## src/rtl/cal_pkg.sv

```systemverilog
package cal_pkg;
  typedef enum logic [1:0] {
    WIN_FULL    = 2'b00,
    WIN_HALF    = 2'b01,
    WIN_QUARTER = 2'b10,
    WIN_QTR_ALT = 2'b11
  } win_sel_e;

  // log2 of window shortening
  function automatic logic [1:0] sel_shift(logic [1:0] sel);
    case (win_sel_e'(sel))
      WIN_FULL: return 2'd0;
      WIN_HALF: return 2'd1;
      default:  return 2'd2;
    endcase
  endfunction
endpackage

```

## src/rtl/cal_cfg_shadow.sv

```systemverilog
module cal_cfg_shadow #(
  parameter int MASK_W = 9
) (
  input  logic              clk_i,
  input  logic              rst_ni,
  input  logic              load_i,
  input  logic [1:0]        sel_i,
  input  logic [MASK_W-1:0] mask_i,
  input  logic              incr_i,
  input  logic              apply_i,
  output logic [1:0]        act_sel_o,
  output logic [MASK_W-1:0] act_mask_o,
  output logic              act_incr_o,
  output logic              pend_o
);
  logic [1:0]        sh_sel;
  logic [MASK_W-1:0] sh_mask;
  logic              sh_incr;

  always_ff @(posedge clk_i or negedge rst_ni) begin
    if (!rst_ni) begin
      sh_sel     <= '0;
      sh_mask    <= '0;
      sh_incr    <= 1'b0;
      act_sel_o  <= '0;
      act_mask_o <= '0;
      act_incr_o <= 1'b0;
      pend_o     <= 1'b0;
    end else begin
      if (load_i) begin
        sh_sel  <= sel_i;
        sh_mask <= mask_i;
        sh_incr <= incr_i;
      end
      if (apply_i && pend_o) begin
        act_sel_o  <= sh_sel;
        act_mask_o <= sh_mask;
        act_incr_o <= sh_incr;
      end
      // a load in the boundary cycle stays pending
      pend_o <= load_i | (pend_o & ~apply_i);
    end
  end
endmodule

```

## src/rtl/cal_win_ctr.sv

```systemverilog
module cal_win_ctr #(
  parameter int WIN_W = 20
) (
  input  logic             clk_i,
  input  logic             rst_ni,
  input  logic [1:0]       shift_i,
  output logic [WIN_W-1:0] cnt_o,
  output logic             last_o
);
  logic [WIN_W-1:0] lim;

  always_comb begin
    lim    = {WIN_W{1'b1}} >> shift_i;
    last_o = (cnt_o == lim);
  end

  always_ff @(posedge clk_i or negedge rst_ni) begin
    if (!rst_ni)     cnt_o <= '0;
    else if (last_o) cnt_o <= '0;
    else             cnt_o <= cnt_o + WIN_W'(1);
  end
endmodule

```

## src/rtl/cal_pulse_gen.sv

```systemverilog
module cal_pulse_gen #(
  parameter int WIN_W  = 20,
  parameter int MASK_W = 9
) (
  input  logic [WIN_W-1:0]  cnt_i,
  input  logic [1:0]        shift_i,
  input  logic [MASK_W-1:0] mask_i,
  input  logic              incr_i,
  output logic [1:0]        pulse_cnt_o
);
  // WIN_W must exceed MASK_W; MASK_W must be at least 3
  localparam int OFF_W = WIN_W - MASK_W;
  localparam logic [OFF_W-1:0] OFF_MID = OFF_W'(1) << (OFF_W - 1);

  logic [MASK_W-1:0] blk_idx, blk_rev, mask_eff, low_clr;
  logic [OFF_W-1:0]  blk_off;
  logic              mask_hit, ins_hit;

  assign blk_idx = cnt_i[WIN_W-1:OFF_W];
  assign blk_off = cnt_i[OFF_W-1:0];

  for (genvar i = 0; i < MASK_W; i++) begin : g_rev
    assign blk_rev[i] = blk_idx[MASK_W-1-i];
  end

  always_comb begin
    low_clr     = (MASK_W'(1) << shift_i) - MASK_W'(1);
    mask_eff    = mask_i & ~low_clr;
    mask_hit    = (blk_off == '0) && (blk_rev < mask_eff);
    ins_hit     = incr_i && (blk_off == OFF_MID);
    pulse_cnt_o = mask_hit ? 2'd0 : (ins_hit ? 2'd2 : 2'd1);
  end
endmodule

```

## src/rtl/cal_pulse_masker.sv

```systemverilog
module cal_pulse_masker #(
  parameter int WIN_W  = 20,
  parameter int MASK_W = 9
) (
  input  logic              clk_i,
  input  logic              rst_ni,
  input  logic              cal_load_i,
  input  logic [1:0]        win_sel_i,
  input  logic [MASK_W-1:0] mask_cnt_i,
  input  logic              incr_i,
  output logic [1:0]        pulse_cnt_o,
  output logic              pend_o
);
  logic [1:0]        act_sel, win_shift;
  logic [MASK_W-1:0] act_mask;
  logic              act_incr, win_last;
  logic [WIN_W-1:0]  win_cnt;

  assign win_shift = cal_pkg::sel_shift(act_sel);

  cal_cfg_shadow #(.MASK_W(MASK_W)) i_cfg (
    .clk_i     (clk_i),
    .rst_ni    (rst_ni),
    .load_i    (cal_load_i),
    .sel_i     (win_sel_i),
    .mask_i    (mask_cnt_i),
    .incr_i    (incr_i),
    .apply_i   (win_last),
    .act_sel_o (act_sel),
    .act_mask_o(act_mask),
    .act_incr_o(act_incr),
    .pend_o    (pend_o)
  );

  cal_win_ctr #(.WIN_W(WIN_W)) i_ctr (
    .clk_i  (clk_i),
    .rst_ni (rst_ni),
    .shift_i(win_shift),
    .cnt_o  (win_cnt),
    .last_o (win_last)
  );

  cal_pulse_gen #(.WIN_W(WIN_W), .MASK_W(MASK_W)) i_gen (
    .cnt_i      (win_cnt),
    .shift_i    (win_shift),
    .mask_i     (act_mask),
    .incr_i     (act_incr),
    .pulse_cnt_o(pulse_cnt_o)
  );
endmodule

```

## config.mk

```make
export PLATFORM = sky130hd
export DESIGN_NAME = cal_pulse_masker
export DESIGN_NICKNAME = d
export VERILOG_FILES = /design/src/rtl/cal_pkg.sv /design/src/rtl/cal_cfg_shadow.sv /design/src/rtl/cal_win_ctr.sv /design/src/rtl/cal_pulse_gen.sv /design/src/rtl/cal_pulse_masker.sv
export SDC_FILE = /design/constraint.sdc
export NUM_CORES = 1
export LEC_CHECK = 0
export ABC_AREA = 1
export BUFFER_PORTS_ARGS = -buffer_cell sky130_fd_sc_hd__clkbuf_2
export CAP_MARGIN = 15
export CORE_UTILIZATION = 51
export CTS_CLUSTER_DIAMETER = 120
export DETAILED_ROUTE_END_ITERATION = 6
export GPL_TIMING_DRIVEN = 0
export PLACE_DENSITY = 0.76
export SLEW_MARGIN = 20
export SYNTH_ARGS = -nofsm -noshare
export SYNTH_HDL_FRONTEND = slang
export SYNTH_HIERARCHICAL = 1
export SYNTH_SLANG_ARGS = --single-unit
```

## constraint.sdc

```tcl
create_clock -name clk_i -period 2 [get_ports clk_i]
set_clock_uncertainty 0.05 [all_clocks]
set_input_delay 0.2 -clock clk_i [delete_from_list [all_inputs] [get_ports clk_i]]
set_output_delay 0.2 -clock clk_i [all_outputs]
set_load 0.02 [all_outputs]
```

==> impl_metrics.py <==
metrics = {
    "yosys": {
        "synth_compound_area_share_pct": 1.947,
        "syn_area_sq_um": 2506,
        "synth_top_family_by_area": "simple AND/OR/NAND/NOR gates",
        "synthSimpleGateAreaFrac_pct": 36.40,
        "synth_xor_area_share_pct": 4.893,
        "syn_inst": 313,
        "synth_cell_type_count": 31,
        "syn_avg_cell_area_sq_um": 8.007,
        "synth-seq-cells": 45,
        "synth_adder_area_share_pct": 4.993,
        "synth.yosys.seq_area_share_pct": 44.93,
        "synth_mux_area_share_pct": 0,
        "synth_fp_nets": 338,
        "ys_warn_count": 6,
    },
    "finish": {
        "drive_gt1_share_pct": 23.34,
        "layout.nets": 371,
        "multi_input_area_sq_um": 1276,
        "seqCellArea_sq_um": 1127,
        "syn_to_final_growth_pct": 17.17,
        "n_fill_cell": 408,
        "n_antenna_cell": 0,
    },
    "critical_path": {
        "critPathKind": "register to primary output",
        "cp_top_family": "adder cells",
        "cpPeakStageDelay_ns": 0.45,
        "startpoint_type": "register",
        "worstPathCellList": "buf_8, nor2_4, inv_1, ha_1, nand2_1, ha_1, nand2_1, nor2_1, nand2_1, nand2_2, nand2_2, a21oi_4, buf_8",
        "worstPathRequired_ns": 1.75,
        "cp_data_arrival_time_ns": 2.18,
        "crit_path_frequent_cell": "nand2_1",
        "rr_startpoint": "i_ctr/cnt_o[1]$_DFF_PN0_",
        "path_buf_inv": 3,
        "crit_fanout": 4,
        "cp-end-kind": "primary output",
        "worst_path_max_delay_cell": "dfrtp_2",
        "crit_start": "i_cfg/act_sel_o[1]$_DFFE_PN0P_",
    },
    "sta": {
        "rsz0062_at_grt": "true",
        "max_freq_mhz": 411.3,
        "final_max_slew_viol_count": 0,
        "finalCritPeriodShare_pct": 121.6,
        "tns_ns": -0.4316,
        "timing.slew.headroom_pct": 64.89,
        "setup_ws_ns": -0.4316,
        "finalSetupViolations": 1,
        "worst_pin_slew_ns": 0.5266,
        "fin_crit_ns": 2.432,
        "hold_violations": 0,
    },
    "floorplan": {
        "pin_count": 18,
        "core_region_area_sq_um": 4723,
        "die_w_um": 72.10,
        "core.rowCount": 25,
        "die_h_um": 72.10,
        "floorplan.initialDensity_pct": 53.06,
        "die_area_sq_um": 5198,
    },
    "placement": {
        "hpwl_um": 3340,
        "io_buffers": 17,
        "routabilityCongestion": 0.8185,
        "pre_cts_ws_ns": -0.3869,
    },
    "detailed_routing": {
        "detail_route.iter0.violations": 115,
        "wire_per_inst_um": 10.80,
        "drc": 0,
        "via_per_inst": 4.727,
        "num_vias": 1957,
        "routed_wl_um": 4473,
        "drtPass1Iterations": 4,
        "ant_nets": 0,
    },
    "global_route": {
        "antenna_found_initial": 0,
        "grt_max_degree": 28,
        "grt_pass1_vias": 1845,
        "grt-ovfl-total": 0,
        "grt_util_all_layers_pct": 19.68,
        "grt_pass1_wl_um": 7921,
    },
    "power": {
        "vdd_drop_max_v": 0.0003926,
        "power.density_nw_per_um2": 530.8,
        "leakagePower_uw": 0.001527,
        "power.total_uw": 1559,
    },
    "cts": {
        "clk_pin_slew_ns": 0.08,
        "insertion_delay_ns": 0.30,
        "cts_made_buffers": 5,
        "h-tree-depth": 2,
        "tritoncts": "built",
        "clockBufferDepth": 2,
        "clock_sinks": 45,
        "cts_root_buf": "clkbuf_8",
    },
    "flow_run": {
        "maxCapViolCount": 0,
    },
    "hold_path": {
        "hold_class": "input port to register",
        "min_from": "win_sel_i[0]",
    },
    "outcome": {
        "status": "finished, violations left",
        "violations": "negative setup slack",
    },
}
==> cell type report <==
cell class,count,share of cell area (%)
Tap cell,67,2.855
Buffer,6,1.832
Clock inverter,3,0.5965
Multi-Input combinational cell,229,43.46
Timing Repair Buffer,26,6.050
Clock buffer,5,2.343
Inverter,33,4.474
Sequential cell,45,38.39
==> per-stage QoR <==
stage                     cell area [sq um]  instances  utilization [%]  hold slack, ns
final                                  2937        414            62.17         0.03835
after global routing                   2937        414            62.17         0.03920
after CTS                              2914        413            61.70         0.03148
after detailed placement               2730        398            57.80          0.1442
after global placement                 2710        397            57.38          0.3503
after floorplan                        2541        313                -         -0.1456
==> worst min-delay path: stages <==
cell and delay, ns:
clkbuf_2 0.07, nand2_1 0.04, nand2_1 0.05
==> registers in the layout, summed over array words and instances (netlist names) <==
| signal | flops |
|---|---|
| i_cfg/sh_sel | 2 |
| i_cfg/sh_mask | 9 |
| i_cfg/act_sel_o | 2 |
| i_cfg/pend_o | 1 |
| i_ctr/cnt_o | 20 |
| i_cfg/act_incr_o | 1 |
| i_cfg/act_mask_o | 9 |
| i_cfg/sh_incr | 1 |
==> logic make-up (layout without fill, tap and decap cells) <==
family,count (synthesis),in the layout
simple gates,197,197
xor+xnor,14,14
buf+inv,39,73
flops,45,45
fa+ha+maj,10,10
compound gates,8,8
==> where the power goes <==
| group | switching [uW] | leakage [uW] | total [uW] | internal (uW) |
|---|---|---|---|---|
| combinational | 38.3 | 0.000897 | 64.8 | 26.5 |
| sequential | 11.5 | 0.000586 | 942 | 930 |
| clock | 311 | 0.0000439 | 552 | 241 |
| total | 361 | 0.00153 | 1560 | 1200 |
==> what timing repair did <==
item / CTS / global route
pin swaps: 5 / 3
endpoints found under the setup margin: 14 / 14
buffers inserted: 6 / 1
gates resized for setup: 9 / 7
hold buffers: 1 / 0
hold endpoints to repair: 18 / 0
==> worst paths after layout <==
check                      cells past startpoint                        endpoint  slack [ns]
max reg2reg                                   11  i_cfg/act_sel_o[1]$_DFFE_PN0P_        0.09
min in group asynchronous                      2       i_cfg/sh_incr$_DFFE_PN0P_        0.35
min reg2reg                                    2    i_cfg/sh_mask[1]$_DFFE_PN0P_        0.43
max in group asynchronous                      3  i_cfg/act_sel_o[1]$_DFFE_PN0P_        1.02
max                                           13                  pulse_cnt_o[0]       -0.43
min                                            3     i_cfg/sh_sel[0]$_DFFE_PN0P_        0.04
==> per-layer routing <==
layer,share of wire (%),global-route usage (%),wire [um],vias up
li1,-,-,-,1030
met1,47,24.41,2083,895
met2,49,34.16,2208,26
met3,2.5,3.750,114,6
met4,1.5,7.190,68,0
met5,0,0,0,-
==> placed cells by master (no fill, tap or decap), types with 2 or more instances in the layout <==
cell      netlist  routed
xnor2_1         3       3
a21oi_1         2       2
nand4_1         3       3
ha_1           10       8
clkinv_2        0       2
xor2_1         11      11
nor3_2          2       2
clkbuf_8        0       5
nor2_4          3       6
nand2_2         4       6
nand2_1       117     115
inv_1          31      30
buf_8           0       2
nand3_2         1       2
o21ai_0         3       2
buf_4           3      10
o21bai_1        2       2
clkbuf_2        0      16
nor2_2         14      13
nor2_1         23      21
nand3_1        22      21
dfrtp_1        45      44
nand3b_1        2       2
==> synthesized netlist by cell type <==
master,count,area share [%]
nand3b_1,2,0.60
nand2_4,1,0.45
nand2_1,117,18
nor3_2,2,0.80
clkinv_4,1,0.35
o21ai_0,3,0.60
xor2_1,11,3.8
nor2_2,14,3.5
xnor2_1,3,1.0
nor2_8,1,0.80
nor2_4,3,1.3
nand3_4,1,0.70
buf_4,3,0.90
nor2_1,23,3.4
nand4_1,3,0.75
clkbuf_1,1,0.15
inv_1,31,4.6
nor3_1,1,0.20
inv_2,1,0.15
and3_1,1,0.25
ha_1,10,5.0
o21bai_1,2,0.60
buf_6,1,0.45
nand3_1,22,4.4
or2_2,1,0.25
buf_2,1,0.20
nand3_2,1,0.40
a21oi_1,2,0.40
a21oi_2,1,0.35
dfrtp_1,45,45
nand2_2,4,1.0
No activity file was read; power rests on OpenSTA's default activity.
